`src/rtl/smul_pkg.sv`:
```
package smul_pkg;
  typedef enum logic {
    MODE_UNS = 1'b0,
    MODE_SGN = 1'b1
  } smul_mode_e;
endpackage

```
`src/rtl/smul_pp_array.sv`:
```
module smul_pp_array #(
  parameter int N = 8
) (
  input  logic [N-1:0]   mul_a,
  input  logic [N-1:0]   mul_b,
  output logic [2*N-1:0] uprod
);
  localparam int W = 2 * N;

  logic [W-1:0] row  [N];
  logic [W-1:0] psum [N+1];

  assign psum[0] = '0;

  for (genvar g = 0; g < N; g++) begin : g_row
    assign row[g]    = mul_b[g] ? ({{N{1'b0}}, mul_a} << g) : '0;
    assign psum[g+1] = psum[g] + row[g];
  end

  assign uprod = psum[N];
endmodule

```
`src/rtl/smul_hi_fix.sv`:
```
module smul_hi_fix
  import smul_pkg::*;
#(
  parameter int N = 8
) (
  input  logic [2*N-1:0] uprod,
  input  logic [N-1:0]   fix_a,
  input  logic [N-1:0]   fix_b,
  input  smul_mode_e     mode,
  output logic           corr_a,
  output logic           corr_b,
  output logic [2*N-1:0] sprod
);
  localparam int W = 2 * N;

  function automatic logic [N-1:0] hi_adjust(
    input logic [N-1:0] hi,
    input logic [N-1:0] a,
    input logic [N-1:0] b,
    input logic         ca,
    input logic         cb
  );
    logic [N-1:0] t;
    t = hi;
    if (ca) t = t - b;
    if (cb) t = t - a;
    return t;
  endfunction

  assign corr_a = (mode == MODE_SGN) && fix_a[N-1];
  assign corr_b = (mode == MODE_SGN) && fix_b[N-1];

  assign sprod = {hi_adjust(uprod[W-1:N], fix_a, fix_b, corr_a, corr_b),
                  uprod[N-1:0]};
endmodule

```
`src/rtl/smul_top.sv`:
```
module smul_top
  import smul_pkg::*;
#(
  parameter int N = 8
) (
  input  logic           clk,
  input  logic           rst_n,
  input  logic           in_valid,
  input  logic           signed_mode,
  input  logic [N-1:0]   op_a,
  input  logic [N-1:0]   op_b,
  output logic           out_valid,
  output logic [2*N-1:0] product
);
  localparam int W = 2 * N;

  logic [W-1:0] uprod;
  logic [W-1:0] sprod;
  logic         corr_a;
  logic         corr_b;
  smul_mode_e   mode;

  assign mode = smul_mode_e'(signed_mode);

  smul_pp_array #(.N(N)) pp_i (
    .mul_a (op_a),
    .mul_b (op_b),
    .uprod (uprod)
  );

  smul_hi_fix #(.N(N)) fix_i (
    .uprod  (uprod),
    .fix_a  (op_a),
    .fix_b  (op_b),
    .mode   (mode),
    .corr_a (corr_a),
    .corr_b (corr_b),
    .sprod  (sprod)
  );

  always_ff @(posedge clk or negedge rst_n) begin
    if (!rst_n) begin
      out_valid <= 1'b0;
      product   <= '0;
    end else begin
      out_valid <= in_valid;
      if (in_valid) product <= sprod;
    end
  end
endmodule

```
`config.mk`:
```
export PLATFORM = sky130hd
export DESIGN_NAME = smul_top
export DESIGN_NICKNAME = d
export VERILOG_FILES = /design/src/rtl/smul_pkg.sv /design/src/rtl/smul_pp_array.sv /design/src/rtl/smul_hi_fix.sv /design/src/rtl/smul_top.sv
export SDC_FILE = /design/constraint.sdc
export NUM_CORES = 1
export LEC_CHECK = 0
export BUFFER_PORTS_ARGS = -buffer_cell sky130_fd_sc_hd__buf_4
export CORE_MARGIN = 1
export CORE_UTILIZATION = 41
export CTS_CLUSTER_DIAMETER = 150
export DETAILED_ROUTE_END_ITERATION = 10
export PLACE_DENSITY = 0.57
export RECOVER_POWER = 100
export SLEW_MARGIN = 10
export SYNTH_ARGS = -nofsm -noshare
export SYNTH_HDL_FRONTEND = slang
export SYNTH_HIERARCHICAL = 1
export SYNTH_SLANG_ARGS = --single-unit
```
`constraint.sdc`:
```
create_clock -name clk -period 1.9 [get_ports clk]
set_input_delay 0.095 -clock clk [delete_from_list [all_inputs] [get_ports clk]]
set_output_delay 0.095 -clock clk [all_outputs]
set_load 0.005 [all_outputs]
```
Yosys cells after proc, flatten, opt, wreduce, memory -nomap -nowiden:

Cells that the tools add are included.

* word-level logic and storage cells: 23
* output and inout port bits: 17
* register bits after elaboration: 17
* input port bits: 20

* $add $sub $neg: 9
* reductions and logical operators: 2
* muxes and demuxes: 10

Operators by type and width (count)
* $add 16x16->16: 5
* $mux 8: 3
* $add 16x14->16: 1
* $add 16x15->16: 1
* $sub 8x8->8: 2
* $mux 15: 1
* $mux 14: 1
* $mux 13: 1
* $mux 12: 1
* $mux 11: 1
* $mux 10: 1
* $mux 9: 1
* $logic_and 1x1->1: 2

Longest topological paths before layout:

* word-level depth: 12
* depth in mapped cells: 35
* gate-level depth less buffers: 35

Modules after synthesis:

The synthesis kept the hierarchy.

By module, submodules not included
* smul_pp_array: area an instance 1973.1 sq um, times used 1, cells each 233
* smul_hi_fix: area an instance 784.5 sq um, times used 1, cells each 110
* smul_top: area an instance 674.4 sq um, times used 1, cells each 35

Least setup slack after synthesis:

No wires, ideal clock.

* path type: input to register
* from: in op_a[2]
* to: reg product[15]
* path buffers: 0
* data required time: 1775 ps
* stages on the path: 33
* library setup time: 125 ps
* setup slack: -5175 ps
* arrival time: 6950 ps
* cells stage by stage: and2_1 > fa_1 > fa_1 > inv_1 > fa_1 > inv_1 > ha_1 > and3_4 > a2111oi_4 > nand2b_1 > a21oi_1 > xnor2_1 > fa_1 > inv_1 > ha_1 > and3_1 > a21oi_1 > nand2_1 > nor2_1 > xnor2_1 > ha_1 > a21o_1 > a31oi_1 > xor2_1 > o21ai_0 > ha_1 > and2_0 > a221o_1 > a21oi_2 > xnor2_1 > nand2b_1 > xnor2_1 > mux2_2

* word-level cells in the longest chain between the ends: 12
* elaborated cells on any way between the ends: 19
* classes of those cells: add/sub (9); mux (10)

RTL lines
* start: declaration: RTL line smul_top.sv:10 `input logic [N-1:0] op_a,`
* $mux 8 / $mux 9 (equally long branches): RTL line smul_pp_array.sv:16 `assign row[g] = mul_b[g] ? ({{N{1'b0}}, mul_a} << g) : '0;`
* $add 16x16->16 (5 in a row): RTL line smul_pp_array.sv:17 `assign psum[g+1] = psum[g] + row[g];`
* $add 16x14->16: RTL line smul_pp_array.sv:17
* $add 16x15->16 *: RTL line smul_pp_array.sv:17
* net uprod[12]: RTL line smul_top.sv:17 `logic [W-1:0] uprod;`
* $sub 8x8->8: RTL line smul_hi_fix.sv:25 `if (ca) t = t - b;`
* $mux 8 *: RTL line smul_hi_fix.sv:25
* $sub 8x8->8: RTL line smul_hi_fix.sv:26 `if (cb) t = t - a;`
* $mux 8 *: RTL line smul_hi_fix.sv:26
* net sprod[15]: RTL line smul_top.sv:18 `logic [W-1:0] sprod;`
* end signal: assignment: RTL line smul_top.sv:47 `if (in_valid) product <= sprod;`
* end: declaration: RTL line smul_top.sv:13 `output logic [2*N-1:0] product`

The timed path passes the listed nets; every way through them passes the cells marked *.
A chain may end at the register's enable or synchronous reset.

Final worst setup path:

* from: in op_a[1]
* to: reg product[15]

Same word-level chain as after synthesis.

==> out/summary.txt <==
Via count: 2993
First-pass GRT wire length: 14.5 mm
Boundary Pins: 37
Min cycle time layout: 6.83 ns
Syn avg cell area: 9.09 µm²
Initial core utilization: 43.5%
Critical path origin: op_a[1]
Worst-path fanout max: 4
Outcome: complete, but fails checks
Clk_lat worst skew: 0.25 ns
Routed Antenna Nets: 0
RSZ-0062 raised after global routing: yes
Startpoint types: primary input
Final Hold Vio Count: 0
CTS sink count: 17
Failing checks: negative setup slack
Reg clk slew, reported paths: 0.07 ns
Max-Cap Viols: 0
# fillers: 636
Endpoints failing setup: 13
Nets: 612
Setup ws final: -4.93 ns
Most used cell, CP: fa_1
Setup TNS: -38.13 ns
GRT Total Usage: 21.1%
Final GP Congestion: 0.861
Leading cell types in the layout, fill and taps excluded: buf_4 (100), inv_1 (47), nand2_1 (38)
Critical Path End Type: register
Post-Syn Area: 0.00343 mm²
Crit Path Class: primary input to register
Wire per inst: 14.0 µm
Leading cell type in the layout, fill and taps excluded: buf_4
CP max stage delay: 0.55 ns
YS warnings: 6
Inserted Diodes: 0
Htree depth: 1
Post-Route WL: 8.58 mm
GR Overflow Total: 0
CORE AREA: 0.00789 mm²
Via density: 4.87
Clock buffer count from CTS: 3
DP HPWL: 6.72 mm
Worst hold margin: 0.126 ns
DRC Markers: 0
RR Startpoint: product[15]
Die span in x: 93.4 µm
Relative slew margins: 36.0%
Final period utilization: 359%
DR pass1 iterations: 4
Worst path slowest cell: fa_1
Pin slew with the least headroom to its limit: 0.960 ns
Root Driver: clkbuf_8
Num rows: 32
Final-report max-slew violation count: 0
CP Data Required Time: 2.04 ns
Full die area: 0.00873 mm²
Largest net degree at the start of global routing: 18
Skew final: 0 ns
Crit path DAT: 6.97 ns
Area grow syn2layout: 50.1%
CTS tree: yes
Die Span Y: 93.4 µm
Hold Path Origin: in_valid
Hold/Removal Path Class: primary input to register
Initial antenna violation count: 0
First DRT Iteration DRCs: 68
Peak Freq: 147 MHz
Post-Synthesis Cells: 377
Share of cells above drive strength 1: 50.0%
Number of port buffers: 36
Vias in the first global route: 3105
Mapped Nets: 476
Clk buf depth: 2
-- layout make-up --
cell class                 instances  area (µm²)  area share (%)
sequential                        17         425            8.27
clock inverter                     1        5.00          0.0973
multi-input combinational        288        3150            61.1
tap                              102         128            2.48
inverter                          59         224            4.35
clock buffer                       3        41.3           0.802
timing repair buffer             144        1180            22.9
-- routing by layer --
metal  share of wire [%]  wire length (µm)  GRT usage (%)  up-vias
met4                0.56                48           3.08        0
li1                    -                 -              -     1483
met2                  49              4200           36.9       47
met3                 2.9               249           1.22        4
met1                  48              4080           29.4     1459
met5                   0                 0              0        -
-- sequential cells by signal, indices dropped and copies added (netlist names) --
register	cells
out_valid	1
product	16
-- per-stage QoR --
stage                     setup WS [ns]  utilization [%]  instances  instance area (µm²)
after floorplan                   -4.86                -        377                 3540
after global placement            -5.23             56.1        582                 4430
after detailed placement          -5.30             56.1        582                 4430
after CTS                         -4.97             63.3        611                 4990
after global routing              -5.31             65.2        614                 5150
final                             -4.93             65.2        614                 5150
-- worst paths after layout --
kind                          endpoint  slack, ns  cells past startpoint
max                        product[15]      -4.93                     36
min                          out_valid       0.13                      1
max reg2reg                product[15]       1.11                      1
min reg2reg                product[13]       0.51                      1
max in group asynchronous   product[2]       0.81                      2
min in group asynchronous   product[0]       0.51                      2
-- repair_timing --
item,in CTS,in global routing
endpoints found under the hold margin,17,0
hold buffers,1,0
pin swaps,36,43
setup buffers,33,12
endpoints found under the setup margin,12,12
gates resized for setup,81,38
-- critical path: cells and delay by family --
| family | cells | cell delay (ns) |
|---|---|---|
| fa+ha+maj | 8 | 3.15 |
| simple gates | 9 | 1.15 |
| mux | 1 | 0.26 |
| compound gates | 7 | 1.19 |
| buf+inv | 6 | 0.56 |
| xor+xnor | 5 | 0.55 |
Power is left out: the tool's default activity adds up to more than one toggle a clock period on the data nets, which glitch-free logic cannot reach.
